**src/rtl/psd_pkg.sv**
```systemverilog
package psd_pkg;
    localparam int SWALLOW_W = 5;
    localparam int MAIN_W    = 10;

    typedef enum logic [1:0] {
        ST_RELOAD  = 2'd0,
        ST_SWALLOW = 2'd1,
        ST_MAIN    = 2'd2
    } psd_state_t;
endpackage

```
**src/rtl/psd_prescaler.sv**
```systemverilog
// Dual-modulus prescaler modelled as a down counter on the input clock.
module psd_prescaler #(
    parameter int PRE_W = 6
) (
    input  logic             clk,
    input  logic             rst_n,
    input  logic             restart,
    input  logic             sel_long,
    output logic             period_end,
    output logic [PRE_W-1:0] count
);
    localparam logic [PRE_W-1:0] LONG_LOAD  = PRE_W'(1 << (PRE_W - 1));
    localparam logic [PRE_W-1:0] SHORT_LOAD = PRE_W'((1 << (PRE_W - 1)) - 1);

    logic [PRE_W-1:0] cnt_q;

    always_ff @(posedge clk or negedge rst_n) begin
        if (!rst_n) begin
            cnt_q <= '0;
        end else if (restart || cnt_q == '0) begin
            cnt_q <= sel_long ? LONG_LOAD : SHORT_LOAD;
        end else begin
            cnt_q <= cnt_q - 1'b1;
        end
    end

    assign period_end = (cnt_q == '0);
    assign count      = cnt_q;
endmodule

```
**src/rtl/psd_down_counter.sv**
```systemverilog
// Loadable down counter used for both the swallow and the main count.
module psd_down_counter #(
    parameter int W = 5
) (
    input  logic         clk,
    input  logic         rst_n,
    input  logic         load,
    input  logic [W-1:0] load_val,
    input  logic         dec,
    output logic [W-1:0] count,
    output logic         at_one
);
    logic [W-1:0] cnt_q;

    always_ff @(posedge clk or negedge rst_n) begin
        if (!rst_n) begin
            cnt_q <= '0;
        end else if (load) begin
            cnt_q <= load_val;
        end else if (dec && cnt_q != '0) begin
            cnt_q <= cnt_q - 1'b1;
        end
    end

    assign count  = cnt_q;
    assign at_one = (cnt_q == W'(1));
endmodule

```
**src/rtl/pulse_swallow_div.sv**
```systemverilog
module pulse_swallow_div
    import psd_pkg::*;
#(
    parameter int SW_W = SWALLOW_W,
    parameter int MN_W = MAIN_W
) (
    input  logic                 clk,
    input  logic                 rst_n,
    input  logic [SW_W+MN_W-1:0] ratio_in,
    output logic                 div_pulse
);
    localparam int RATIO_W   = SW_W + MN_W;
    localparam int PRE_W     = SW_W + 1;
    localparam int MIN_RATIO = 1 << (2 * SW_W);

    psd_state_t state_q, state_d;

    logic [RATIO_W-1:0] eff_ratio;
    logic [SW_W-1:0]    a_new;
    logic [MN_W-1:0]    m_new;
    logic               load;
    logic               pre_end, pre_tc;
    logic               cyc_end;
    logic               mod_sel;
    logic [PRE_W-1:0]   pre_cnt;
    logic [SW_W-1:0]    a_cnt;
    logic [MN_W-1:0]    m_cnt;
    logic               a_one, m_one;
    logic               pulse_q;

    // Ratio clamp and split into swallow and main fields.
    always_comb begin
        if (ratio_in < RATIO_W'(MIN_RATIO)) begin
            eff_ratio = RATIO_W'(MIN_RATIO);
        end else begin
            eff_ratio = ratio_in;
        end
        a_new = eff_ratio[SW_W-1:0];
        m_new = eff_ratio[RATIO_W-1:SW_W];
    end

    assign pre_end = pre_tc && (state_q != ST_RELOAD);
    assign cyc_end = (state_q == ST_MAIN) && pre_end && m_one;
    assign load    = (state_q == ST_RELOAD) || cyc_end;

    // Modulus for the next prescaler period.
    always_comb begin
        if (load) begin
            mod_sel = (a_new != '0);
        end else begin
            mod_sel = (state_q == ST_SWALLOW) && !a_one;
        end
    end

    psd_prescaler #(.PRE_W(PRE_W)) u_pre (
        .clk        (clk),
        .rst_n      (rst_n),
        .restart    (load),
        .sel_long   (mod_sel),
        .period_end (pre_tc),
        .count      (pre_cnt)
    );

    psd_down_counter #(.W(SW_W)) u_swallow (
        .clk      (clk),
        .rst_n    (rst_n),
        .load     (load),
        .load_val (a_new),
        .dec      (pre_end && (state_q == ST_SWALLOW)),
        .count    (a_cnt),
        .at_one   (a_one)
    );

    psd_down_counter #(.W(MN_W)) u_main (
        .clk      (clk),
        .rst_n    (rst_n),
        .load     (load),
        .load_val (m_new),
        .dec      (pre_end),
        .count    (m_cnt),
        .at_one   (m_one)
    );

    // Next-state logic.
    always_comb begin
        state_d = state_q;
        unique case (state_q)
            ST_RELOAD: begin
                state_d = (a_new != '0) ? ST_SWALLOW : ST_MAIN;
            end
            ST_SWALLOW: begin
                if (pre_end && a_one) begin
                    state_d = ST_MAIN;
                end
            end
            ST_MAIN: begin
                if (cyc_end) begin
                    state_d = (a_new != '0) ? ST_SWALLOW : ST_MAIN;
                end
            end
            default: state_d = ST_RELOAD;
        endcase
    end

    // State register.
    always_ff @(posedge clk or negedge rst_n) begin
        if (!rst_n) begin
            state_q <= ST_RELOAD;
        end else begin
            state_q <= state_d;
        end
    end

    // Output register.
    always_ff @(posedge clk or negedge rst_n) begin
        if (!rst_n) begin
            pulse_q <= 1'b0;
        end else begin
            pulse_q <= cyc_end;
        end
    end

    assign div_pulse = pulse_q;
endmodule

```
**config.mk**
```make
export PLATFORM = sky130hd
export DESIGN_NAME = pulse_swallow_div
export DESIGN_NICKNAME = d
export VERILOG_FILES = /design/src/rtl/psd_pkg.sv /design/src/rtl/psd_prescaler.sv /design/src/rtl/psd_down_counter.sv /design/src/rtl/pulse_swallow_div.sv
export SDC_FILE = /design/constraint.sdc
export NUM_CORES = 1
export LEC_CHECK = 0
export BUFFER_PORTS_ARGS = -buffer_cell sky130_fd_sc_hd__buf_2
export CORE_MARGIN = 1.5
export CORE_UTILIZATION = 55
export DETAILED_ROUTE_END_ITERATION = 12
export GPL_TIMING_DRIVEN = 1
export HOLD_SLACK_MARGIN = 0.06
export PLACE_DENSITY = 0.79
export SKIP_LAST_GASP = 1
export SYNTH_ARGS = -nofsm -noshare
export SYNTH_HDL_FRONTEND = slang
export SYNTH_HIERARCHICAL = 1
export SYNTH_SLANG_ARGS = --single-unit
```
**constraint.sdc**
```tcl
create_clock -name clk -period 7 [get_ports clk]
set_input_delay 1.05 -clock clk [delete_from_list [all_inputs] [get_ports clk]]
set_output_delay 1.05 -clock clk [all_outputs]
set_load 0.01 [all_outputs]
```
== Yosys cells after proc, flatten, opt, wreduce, memory -nomap -nowiden ==
Cells that the tools add are included.
Widths: inputs -> output; s select.

* Bits in registers: 24
* Input port bits: 17
* Output and inout port bits: 1
* Word-level logic and storage cells: 47

* $add $sub $neg: 3
* $lt $le $gt $ge: 1
* Eq/ne operators: 6
* Mux-type cells: 12
* Reductions and logical operators: 20

{| class="wikitable"
|+ Operator list
! operator !! number
|-
| $mux 10 || 2
|-
| $lt 15x11->1 const B || 1
|-
| $mux 15 || 1
|-
| $mux 6 || 2
|-
| $eq 10x1->1 const B || 1
|-
| $mux 5 || 2
|-
| $reduce_bool 10->1 || 1
|-
| $reduce_bool 5->1 || 2
|-
| $sub 10x1->10 const B || 1
|-
| $logic_and 1x1->1 || 8
|-
| $logic_not 6->1 || 1
|-
| $mux 2 || 3
|-
| $pmux 2 s3 || 1
|-
| $reduce_bool 2->1 || 3
|-
| $sub 6x1->6 const B || 1
|-
| $eq 5x1->1 const B || 1
|-
| $sub 5x1->5 const B || 1
|-
| $eq 2x1->1 const B || 1
|-
| $eq 2x2->1 const B || 1
|-
| $logic_not 2->1 || 1
|-
| $logic_or 1x1->1 || 2
|-
| $ne 2x1->1 const B || 1
|-
| $ne 2x2->1 const B || 1
|-
| $reduce_and 2->1 || 1
|-
| other kinds (2) || 2
|}

== Depth between registers and ports, before layout ==
* Depth after elaboration: 8
* Mapped depth: 11
* Mapped depth without buffers: 10

== Hierarchy ==
Netlist, hierarchy kept.

{| class="wikitable"
|+ Modules (own cells, without submodules)
! module !! times used !! cells each !! area an instance (um^2)
|-
| psd_down_counter at u_main || 1 || 72 || 653.1
|-
| psd_prescaler || 1 || 30 || 359.1
|-
| psd_down_counter at u_swallow || 1 || 35 || 334.1
|-
| pulse_swallow_div || 1 || 38 || 289.0
|}

== Least setup slack after synthesis ==
OpenSTA, ideal clock, no wires.

* Path kind: in2reg
* From: input ratio_in[12]
* To: register u_pre.cnt_q[5] (netlist: u_pre/count[5])
* Arrival: 2282 ps
* Required time: 6874 ps
* Slack: 4592 ps
* Stages: 6
* Buffers on the path: 1
* Path through: or4_4 -> nor2_4 -> buf_6 -> o32ai_1 -> o21bai_1 -> o311a_1

* Word-level cells in the longest chain between the ends: 6

{| class="wikitable"
|+ Ends and longest elaborated chain
! element !! RTL line !! text
|-
| start, declared || pulse_swallow_div.sv:9 || <nowiki>input logic [SW_W+MN_W-1:0] ratio_in,</nowiki>
|-
| $lt 15x11->1 || pulse_swallow_div.sv:33 || <nowiki>if (ratio_in < RATIO_W'(MIN_RATIO)) begin</nowiki>
|-
| $mux 15 || pulse_swallow_div.sv:33 ||
|-
| $reduce_bool 5->1 || pulse_swallow_div.sv:49 || <nowiki>mod_sel = (a_new != '0);</nowiki>
|-
| $mux 1 || pulse_swallow_div.sv:48 || <nowiki>if (load) begin</nowiki>
|-
| net mod_sel || pulse_swallow_div.sv:24 || <nowiki>logic mod_sel;</nowiki>
|-
| $mux 6 || psd_prescaler.sv:21 || <nowiki>cnt_q <= sel_long ? LONG_LOAD : SHORT_LOAD;</nowiki>
|-
| $mux 6 || psd_prescaler.sv:20 || <nowiki>end else if (restart || cnt_q == '0) begin</nowiki>
|-
| end signal, assigned || psd_prescaler.sv:21 ||
|-
| end signal, assigned || psd_prescaler.sv:23 || <nowiki>cnt_q <= cnt_q - 1'b1;</nowiki>
|-
| end, declared || psd_prescaler.sv:15 || <nowiki>logic [PRE_W-1:0] cnt_q;</nowiki>
|}

The timed path passes the listed nets, and every way through them passes these cells.
A chain may end at the register's enable or synchronous reset.

== Worst setup path after layout ==
* From: register u_main.cnt_q[7] (netlist: u_main/count[7])
* To: register u_main.cnt_q[1] (netlist: u_main/count[1])

* Word-level cells in the longest chain between the ends: 4
* Elaborated cells between the ends (all ways): 7
* Those cells by class: eq/ne: 1; mux: 1; reduce/logical: 5

{| class="wikitable"
|+ Ends and longest elaborated chain
! element !! RTL line !! text
|-
| start, declared || psd_down_counter.sv:13 || <nowiki>logic [W-1:0] cnt_q;</nowiki>
|-
| start signal, assigned || psd_down_counter.sv:19 || <nowiki>cnt_q <= load_val;</nowiki>
|-
| start signal, assigned || psd_down_counter.sv:21 || <nowiki>cnt_q <= cnt_q - 1'b1;</nowiki>
|-
| $eq 10x1->1 * || psd_down_counter.sv:26 || <nowiki>assign at_one = (cnt_q == W'(1));</nowiki>
|-
| net m_one || pulse_swallow_div.sv:28 || <nowiki>logic a_one, m_one;</nowiki>
|-
| $logic_and 1x1->1 * || pulse_swallow_div.sv:43 || <nowiki>assign cyc_end = (state_q == ST_MAIN) && pre_end && m_one;</nowiki>
|-
| $logic_or 1x1->1 * || pulse_swallow_div.sv:44 || <nowiki>assign load = (state_q == ST_RELOAD) || cyc_end;</nowiki>
|-
| net load || pulse_swallow_div.sv:21 || <nowiki>logic load;</nowiki>
|-
| $mux 10 / $reduce_bool 2->1 (equally long branches) || -- ||
|}

Mark *: on every way through the listed nets, which the timed path passes. The rest lies on a longest branch.

==> results_dict.tcl <==
set metrics [dict create \
    outcome "completed" \
    detailedRoute.firstIterationViolations 58 \
    critical_path.slowest_cell "nor3_1" \
    finalCriticalPeriod_ps 2917 \
    syn-instance-count 175 \
    synthMostInstantiatedCell "dfrtp_1" \
    setup.worst_path.class "reg2reg" \
    drt-wirelength-per-cell_um 16.08 \
    cp-start-kind "flip-flop" \
    grt_pass1_wl_um 6065 \
    post-dp-hpwl_um 2655 \
    worstPathArrival_ps 3140 \
    via_count_of_the_first_global_routing_pass 1353 \
    cells_along_the_critical_path "nor3_1 -> and4_1 -> nand2_1 -> a21o_1 -> inv_1 -> buf_4 -> inv_1 -> nor2_1 -> a31oi_1 -> o31a_1" \
    holdBufCountCts 0 \
    die_height_um 57.53 \
    postCtsResizedCells 0 \
    post_cts.repair.setup_buffers 0 \
    io_pins 18 \
    period_share_pct 41.68 \
    powerDensity_nw_per_um2 122.8 \
    top_usage_layer "met2" \
    cts.htree.levels 1 \
    min_path_type "reg2reg" \
    required_ps 7220 \
    finalClockSkew_ps 7.403 \
    final.setup.tns_ps 0 \
    setup-violations-final 0 \
    asyncSetResetFlopFracSynth_pct 100.0 \
    fin_ws_ps 4083 \
    postSynthNetCount 198 \
    synthesis.area_per_instance_um2 9.345 \
    synth.cells.most_frequent "dfrtp_1 (24), nand2_1 (14), inv_1 (13), nor2_1 (13), nor2b_1 (13)" \
    vias_per_cell 6.132 \
    fin_worst_hold_slack_ps 518.8 \
    antennaDiodeCount 0 \
    cp_slowest_stage_delay_ps 560 \
    synth_largest_type_area_fraction_pct 36.73 \
    clk_root_buffer_cell "clkbuf_4" \
    synth_enable_flop_cells 0 \
    grt_use_met2_pct 42.05 \
    grt_setup_unrepaired "false" \
    critPathMaxFanout 22 \
    clk_latency_ps 310 \
    drt.antenna.violating_nets 0 \
    routed_wirelength_um 3522 \
    antenna_found_initial 0 \
    yosysSeqAreaShare_pct 36.73 \
    place_congestion 0.8244 \
    vias 1343 \
    row_count 19 \
    vdd.ir_drop.worst_uv 86.41 \
    synthesis.area_um2 1635 \
    drive_gt1_share_pct 18.62 \
    grt.met1_usage_pct 29.59 \
    synth_ff_type "dfrtp_1" \
    timing.critical_path.to_type "flip-flop" \
    port_buffers 17 \
    finalPower_uw 215.1 \
    yosys_warnings 6 \
    design.final.nets 213 \
    gr_overflow_total 0 \
    preCtsSetupSlack_ps 4134 \
    die_width_um 57.53 \
    tightest_slew_ps 738.7 \
    floorplan.die_area_um2 3310 \
    buffers_from_clock_root_to_sink_at_most 2 \
    final_hold_viol_count 0 \
    maximum_number_of_pins_on_one_net_before_global_route_repair 25 \
    max_clock_freq_ghz 0.3428 \
    cts.sinks 24 \
    clkTransAtPathRegs_ps 130 \
    cts_inserted_buffers 3 \
    synth_area_leader_cell "dfrtp_1" \
    report.final.slew_viol_count 0 \
    drt_pre_antenna_iters 4 \
    area.growth.synth_to_final_pct 7.116 \
    ys_types 51 \
    grtUsageTotal_pct 23.64 \
    starting_utilization_of_the_core_area_pct 58.79 \
    floorplan.core_area_um2 2781 \
    synth-seq-cells 24 \
    timing.max_slew.rel_slack_pct 50.60 \
    tritoncts "done" \
    detail_route.drc_violations 0 \
    groute.layer.met3.usage_pct 2.948 \
    worst_path_most_repeated_cell "inv_1" \
    ys_top_cells_by_area "dfrtp_1 (37%), nor2b_1 (5.0%), mux2i_1 (4.9%), ha_1 (4.6%), nand2_1 (3.2%)" \
    max_cap_viol_count 0 \
    leakage_nw 0.7525 \
]
==> path summary, 6_finish.rpt <==
kind	startpoint	end	slack (ps)	cells after the start
worst max-delay path	u_main/count[7]$_DFFE_PN0P_	u_main/count[1]$_DFFE_PN0P_	4080	10
worst max register to register	u_main/count[7]$_DFFE_PN0P_	u_main/count[1]$_DFFE_PN0P_	4080	10
max in group asynchronous	rst_n	u_pre/count[0]$_DFF_PN0_	5930	1
min in group asynchronous	rst_n	u_main/count[8]$_DFFE_PN0P_	700	1
worst min register to register	state_q[0]$_DFFE_PN0P_	div_pulse$_DFF_PN0_	520	1
worst min-delay path	state_q[0]$_DFFE_PN0P_	div_pulse$_DFF_PN0_	520	1
==> sequential cells by signal, indices dropped and copies added, names as in the netlist <==
signal / flops
u_main/count: 10
u_swallow/count: 5
state_q: 2
div_pulse: 1
u_pre/count: 6
==> stage by stage <==
stage | util, % | cells | instance area (um2)
after floorplan | - | 175 | 1635
after global placement | 62.17 | 216 | 1729
after detailed placement | 62.17 | 216 | 1729
after CTS | 62.98 | 219 | 1752
after global routing | 62.98 | 219 | 1752
final | 62.98 | 219 | 1752
==> final cells by class <==
cell class	instances	area, um2
flip-flops and latches	24	600.6
inverters	13	48.80
multi-input cells	130	948.4
fillers	235	1030
clock buffers	3	22.52
repair buffers	18	92.59
well taps	31	38.79
==> where the power goes <==
part | switching (mW) | internal, mW
clock network | 0.0409 | 0.0201
registers | 0.00129 | 0.139
logic | 0.00731 | 0.00621
==> critical path, delay by kind of cell, from the launching register on <==
kind            cells  cell delay, ps
flops               1             460
simple gates        4            1030
buf+inv             3             940
compound gates      3             390
==> cells in the final DEF (no fill, tap or decap), drive strengths merged, types with 3 or more instances in the layout <==
cell | netlist | final
xnor2 | 5 | 5
nor2b | 13 | 13
mux2i | 8 | 8
a21oi | 8 | 8
nor2 | 14 | 14
ha | 6 | 6
inv | 13 | 13
or2 | 3 | 3
clkbuf | 7 | 3
nor3b | 6 | 6
dfrtp | 24 | 24
nand2 | 14 | 14
or4b | 3 | 3
nor3 | 6 | 6
buf | 1 | 18
o21ai | 8 | 8
==> per-layer routing <==
| layer | part of all wire [%] | vias up |
|---|---|---|
| li1 | - | 653 |
| met1 | 41 | 651 |
| met2 | 53 | 32 |
| met3 | 4.5 | 7 |
| met4 | 1.4 | 0 |
| met5 | 0 | - |
==> logic make-up (layout without fill, tap and decap cells) <==
kind of cell | count (synthesis) | count (layout) | share of synthesized area, %
AO/OA/AOI/OAI | 39 | 39 | 17.98
XOR/XNOR | 5 | 5 | 2.678
adder cells (fa/ha/maj) | 6 | 6 | 4.591
buffers and inverters | 21 | 34 | 5.280
flip-flops | 24 | 24 | 36.73
multiplexers | 8 | 8 | 4.897
AND/OR/NAND/NOR | 72 | 72 | 27.85
Note: power is estimated with default switching activity, not from simulation.
